===== src/rtl/dir_reversal_ctrl.sv =====
module dir_reversal_ctrl #(
  parameter int SYNC_STAGES = 2,
  parameter int HOLD_STAGES = 2
) (
  input  logic clk,
  input  logic rst_n,
  input  logic dir_req,
  input  logic slow_req,
  input  logic pwm_tick,
  output logic dir_eff,
  output logic drive_inhibit,
  output logic tach_req
);

  localparam int SL = SYNC_STAGES - 1;
  localparam int HL = HOLD_STAGES - 1;

  logic [SL:0] dir_sync, slow_sync;
  logic [HL:0] hold_q;
  logic        dir_s, slow_s, latch_q, dir_d;

  assign dir_s  = dir_sync[SL];
  assign slow_s = slow_sync[SL];

  generate
    if (SYNC_STAGES > 1) begin : g_sync_chain
      always_ff @(posedge clk) begin
        if (!rst_n) begin
          dir_sync  <= {SYNC_STAGES{dir_req}};
          slow_sync <= {SYNC_STAGES{slow_req}};
        end else begin
          dir_sync  <= {dir_sync[SL-1:0], dir_req};
          slow_sync <= {slow_sync[SL-1:0], slow_req};
        end
      end
    end else begin : g_sync_single
      always_ff @(posedge clk) begin
        dir_sync  <= dir_req;
        slow_sync <= slow_req;
      end
    end
  endgenerate

  always_ff @(posedge clk) begin
    if (!rst_n) begin
      latch_q <= dir_req;
      dir_d   <= dir_req;
    end else begin
      if (slow_s) latch_q <= dir_s;
      dir_d <= dir_s;
    end
  end

  generate
    if (HOLD_STAGES > 1) begin : g_hold_chain
      always_ff @(posedge clk) begin
        if (!rst_n)        hold_q <= {HOLD_STAGES{dir_req}};
        else if (pwm_tick) hold_q <= {hold_q[HL-1:0], latch_q};
      end
    end else begin : g_hold_single
      always_ff @(posedge clk) begin
        if (!rst_n)        hold_q <= dir_req;
        else if (pwm_tick) hold_q <= latch_q;
      end
    end
  endgenerate

  assign dir_eff       = hold_q[HL];
  assign drive_inhibit = (dir_s != latch_q) || (hold_q != {HOLD_STAGES{latch_q}});
  assign tach_req      = dir_s ^ dir_d;

  p_eff_moves_on_tick_r5: assert property (@(posedge clk) disable iff (!rst_n)
    !$stable(dir_eff) |-> $past(pwm_tick));

  p_latch_needs_slow_r4: assert property (@(posedge clk) disable iff (!rst_n)
    !$stable(latch_q) |-> $past(slow_s));

  p_eff_change_blanked_r7: assert property (@(posedge clk) disable iff (!rst_n)
    !$stable(dir_eff) |-> $past(drive_inhibit));

  p_clear_means_agree_r9: assert property (@(posedge clk) disable iff (!rst_n)
    !drive_inhibit |-> (dir_eff == dir_s));

  p_tach_follows_edge_r8: assert property (@(posedge clk) disable iff (!rst_n)
    tach_req |-> (dir_s != $past(dir_s)));

endmodule


===== config.mk =====
export PLATFORM = sky130hd
export DESIGN_NAME = dir_reversal_ctrl
export DESIGN_NICKNAME = d
export VERILOG_FILES = /design/src/rtl/dir_reversal_ctrl.sv
export SDC_FILE = /design/constraint.sdc
export NUM_CORES = 1
export LEC_CHECK = 0
export BUFFER_PORTS_ARGS = -buffer_cell sky130_fd_sc_hd__buf_2
export CORE_AREA = 10 10 47 49
export DETAILED_ROUTE_END_ITERATION = 12
export DIE_AREA = 0 0 57 59
export PLACE_DENSITY = 0.43
export SLEW_MARGIN = 0
export SYNTH_ARGS = -nofsm -noshare
export SYNTH_HDL_FRONTEND = slang
export SYNTH_SLANG_ARGS = --single-unit
export TNS_END_PERCENT = 5

===== constraint.sdc =====
create_clock -name clk -period 0.9 [get_ports clk]
set_input_delay 0.18 -clock clk [delete_from_list [all_inputs] [get_ports clk]]
set_output_delay 0.18 -clock clk [all_outputs]
set_load 0.02 [all_outputs]

## Word level (Yosys, flattened, before mapping)

Cells that the tools add are included.

- Flip-flop bits (word level): 8
- Input bits: 5
- Output and inout bits: 3

- Bitwise operators: 1
- Equal/unequal tests: 4
- Reduce and logical (&&, ||, !) cells: 1
- Multiplexer cells: 7

Operator list:

| kind | number |
|---|---|
| 2-bit two-way mux | 4 |
| 2-bit by 1-bit inequality test with 1-bit output (second input constant) | 2 |
| 1-bit two-way mux | 3 |
| 2-bit inequality test | 1 |
| 1-bit logical OR | 1 |
| 1-bit inequality test | 1 |
| 1-bit bitwise XOR | 1 |

## Depth between registers and ports, before layout

- Depth in word-level cells: 2
- Depth in mapped cells: 2

## Worst setup path before layout

OpenSTA, ideal clock, no wires.

- Kind: flip-flop to output port
- From: register hold_q[1]
- To: output drive_inhibit
- Buffers on the path: 0
- Stages on the path, launching flop included: 3
- Path slack: -300 ps
- Arrival time: 1020 ps
- Path through: edfxtp_1 and4_1 nor2_1

- Word-level cells in the longest chain between the ends: 2

RTL lines:

| what | RTL line | RTL |
|---|---|---|
| start: declaration | 19 | `logic [HL:0] hold_q;` |
| start signal: assignment | 57 | `if (!rst_n) hold_q <= {HOLD_STAGES{dir_req}};` |
| start signal: assignment | 58 | `else if (pwm_tick) hold_q <= {hold_q[HL-1:0], latch_q};` |
| 2-bit inequality test | 69 | `assign drive_inhibit = (dir_s != latch_q) \|\| (hold_q != {HOLD_STAGES{latch_q}});` |
| 1-bit logical OR | 69 |  |
| end: declaration | 11 | `output logic drive_inhibit,` |

No other way between the ends.

## Final worst setup path

Same ends and word-level chain as after synthesis.

==> metrics.txt <==
Synthesized Nets 29; nets 45; core outline area between 0.001 and 0.0015 mm^2; CTS tree done; Design Power 856 uW; Pwr per Cell Area 1940 mW/mm^2; Pre-Repair DR Iteration Count 1; chip height 59 um; num rows 14; CP startpoint hold_q[1]; Final ANT Viol Nets 0; peak supply drop approximately 0.00067 V; Max FO, Critical Path 3; worst endpoint required time 720 ps; final setup margin -466 ps; ratio of cells with drive above 1 in the final layout 0.513; Fmax 732 MHz; Final min period about 1400 ps; FF/Latch Area 194 um^2; Final setup viols 5; flops & latches, synth 8; total track usage 0.0317; failing checks setup timing; CP max stage delay around 430 ps; DR WL/cell 9.25 um; placed insts 51; slowest CP cell edfxtp_1; Syn Inst Count 24; LEAKAGE around 0.00020 uW; Fillers 150; CTS Root Cell clkbuf_4; CP Cell Sequence nor4_4 -> nor2_4 -> buf_6; Hold-fix buffers, CTS 0; Worst Hold Launch dir_req; Die W 57 um; CP startpoint kind flop; CTS clk-pin slew, worst paths 60 ps; Seq/Total Area, Yosys 0.685; # Post-CTS Setup Buffers 0; first-pass GRT wire length around 780 um; area of the multi-input gates 115 um^2; initial antenna violation count 0; largest net degree at the start of global routing 7; via density per instance about 3.9; critical path's top delay family flip-flops; r2r setup slk -30 ps; grt ovf 0; Buf/Inv on CP 1; worst hold path class input pin to flop; FF-to-FF path depth 3; wirelength, routed 509 um; Finished Cell Area 440 um^2; via count of the routed design 213; RePlAce Congestion 0.683; status finished with violations; Num CTS Buffers 3; vias in the first global route 201; worst r2r src latch_q; Hold Vio Cnt, Final 0; WP data arrival 1190 ps; die area approximately 0.0034 mm^2; type of destination of the critical path output port; fin cells 55; ANT cells 0; Crit Path Class flop to output port; YS warnings 0; Rel. slew slack 0.833; DP Wirelength 409 um; Max clock buf depth 2; Sink Count 8; Synth-to-Final Area Change 58.6%; Initial Util 0.198; Max-Cap Viols 0; Worst path depth 3; WHS Path Cells 1; Post-Synthesis Cell Area 278 um^2; Worst-Skew Late Latency 250 ps; I/O pin count 8; htree depth 1; crit share post-route 1.52; Placed Area between 300 and 400 um^2; Post-route DRC 0; synth unique cells 9; syn avg cell area 11.6 um^2; RSZ-0062 raised after global routing true; I/O Buffers 7; 1st-iter DRT viols 0; Slew @ Worst Pin 249 ps; Slew Viols, Final 0; Setup Skew between 7 and 8 ps
## placed cells by master (no fill, tap or decap)
cell type,n
dfxtp_1,4
and4_1,1
buf_4,2
mux2_2,1
xor2_1,1
clkbuf_4,3
nand2b_1,3
dfxtp_4,1
clkbuf_1,1
nor2_4,1
buf_6,4
buf_2,5
edfxtp_1,3
nor4_4,1
nand2_2,2
nand2_1,6
## per-layer routing
layer  up-vias  part of all wire  GRT usage
li1        113                 -          -
met1        93              0.52     0.0312
met2         7              0.41     0.0434
met3         0             0.069     0.0215
met4         0                 0     0.0302
met5         -                 0          0
## cells in the mapped netlist
cell type	number	area share
nand2b_1	3	0.068
and4_1	1	0.032
mux2_2	1	0.041
xor2_1	1	0.032
nor4_1	1	0.023
nor2_1	1	0.014
nand2_1	8	0.11
edfxtp_1	3	0.32
dfxtp_1	5	0.36
## worst paths after layout
path | to
min reg2reg | dir_sync[1]
min | dir_sync[0]
max | drive_inhibit
max reg2reg | hold_q[0]
## report_power, final
group	internal [uW]	switching [uW]	total [uW]
logic	75.3	62.2	138
clock network	169	113	282
registers	410	26.0	436
## metrics by stage
| stage | worst slack (ps) | setup TNS [ps] | util | hold WS, ps |
|---|---|---|---|---|
| CTS | -477 | -989 | 0.308 | 45.0 |
| floorplan | -130 | -145 | - | 208 |
| finish | -466 | -970 | 0.314 | 48.8 |
| global route | -554 | -1220 | 0.314 | 35.7 |
| global placement | -271 | -334 | 0.269 | 294 |
| detailed placement | -279 | -354 | 0.269 | 301 |
## worst reg2reg max path, cell delays in order (launching register included)
cell	delay, ps
edfxtp_1	450
buf_6	150
nand2_2	40
nand2_1	50
## flip-flops by register name, summed over array words and instances (netlist names)
signal / flops
slow_sync: 2
latch_q: 1
dir_d: 1
dir_sync: 2
hold_q: 2
## what timing repair did
action                                  4_1_cts  5_1_grt
endpoints found under the hold margin         0        0
endpoints found under the setup margin        5        5
pin swaps                                     4        0
resized for setup                             8        3
## area by class of cell
class | count | share of cell area
multi-input combinational | 16 | 0.261
sequential | 8 | 0.440
clock buffer | 4 | 0.0597
tap | 16 | 0.0455
timing repair buffer | 11 | 0.193
## kinds of logic (layout without fill, tap and decap cells)
group,count (synthesis),after routing,synth area share
XOR/XNOR,1,1,0.0315
buffers and inverters,0,15,0
flip-flops,8,8,0.685
multiplexers,1,1,0.0405
AND/OR/NAND/NOR,14,14,0.243
No activity file was read; power rests on OpenSTA's default activity.
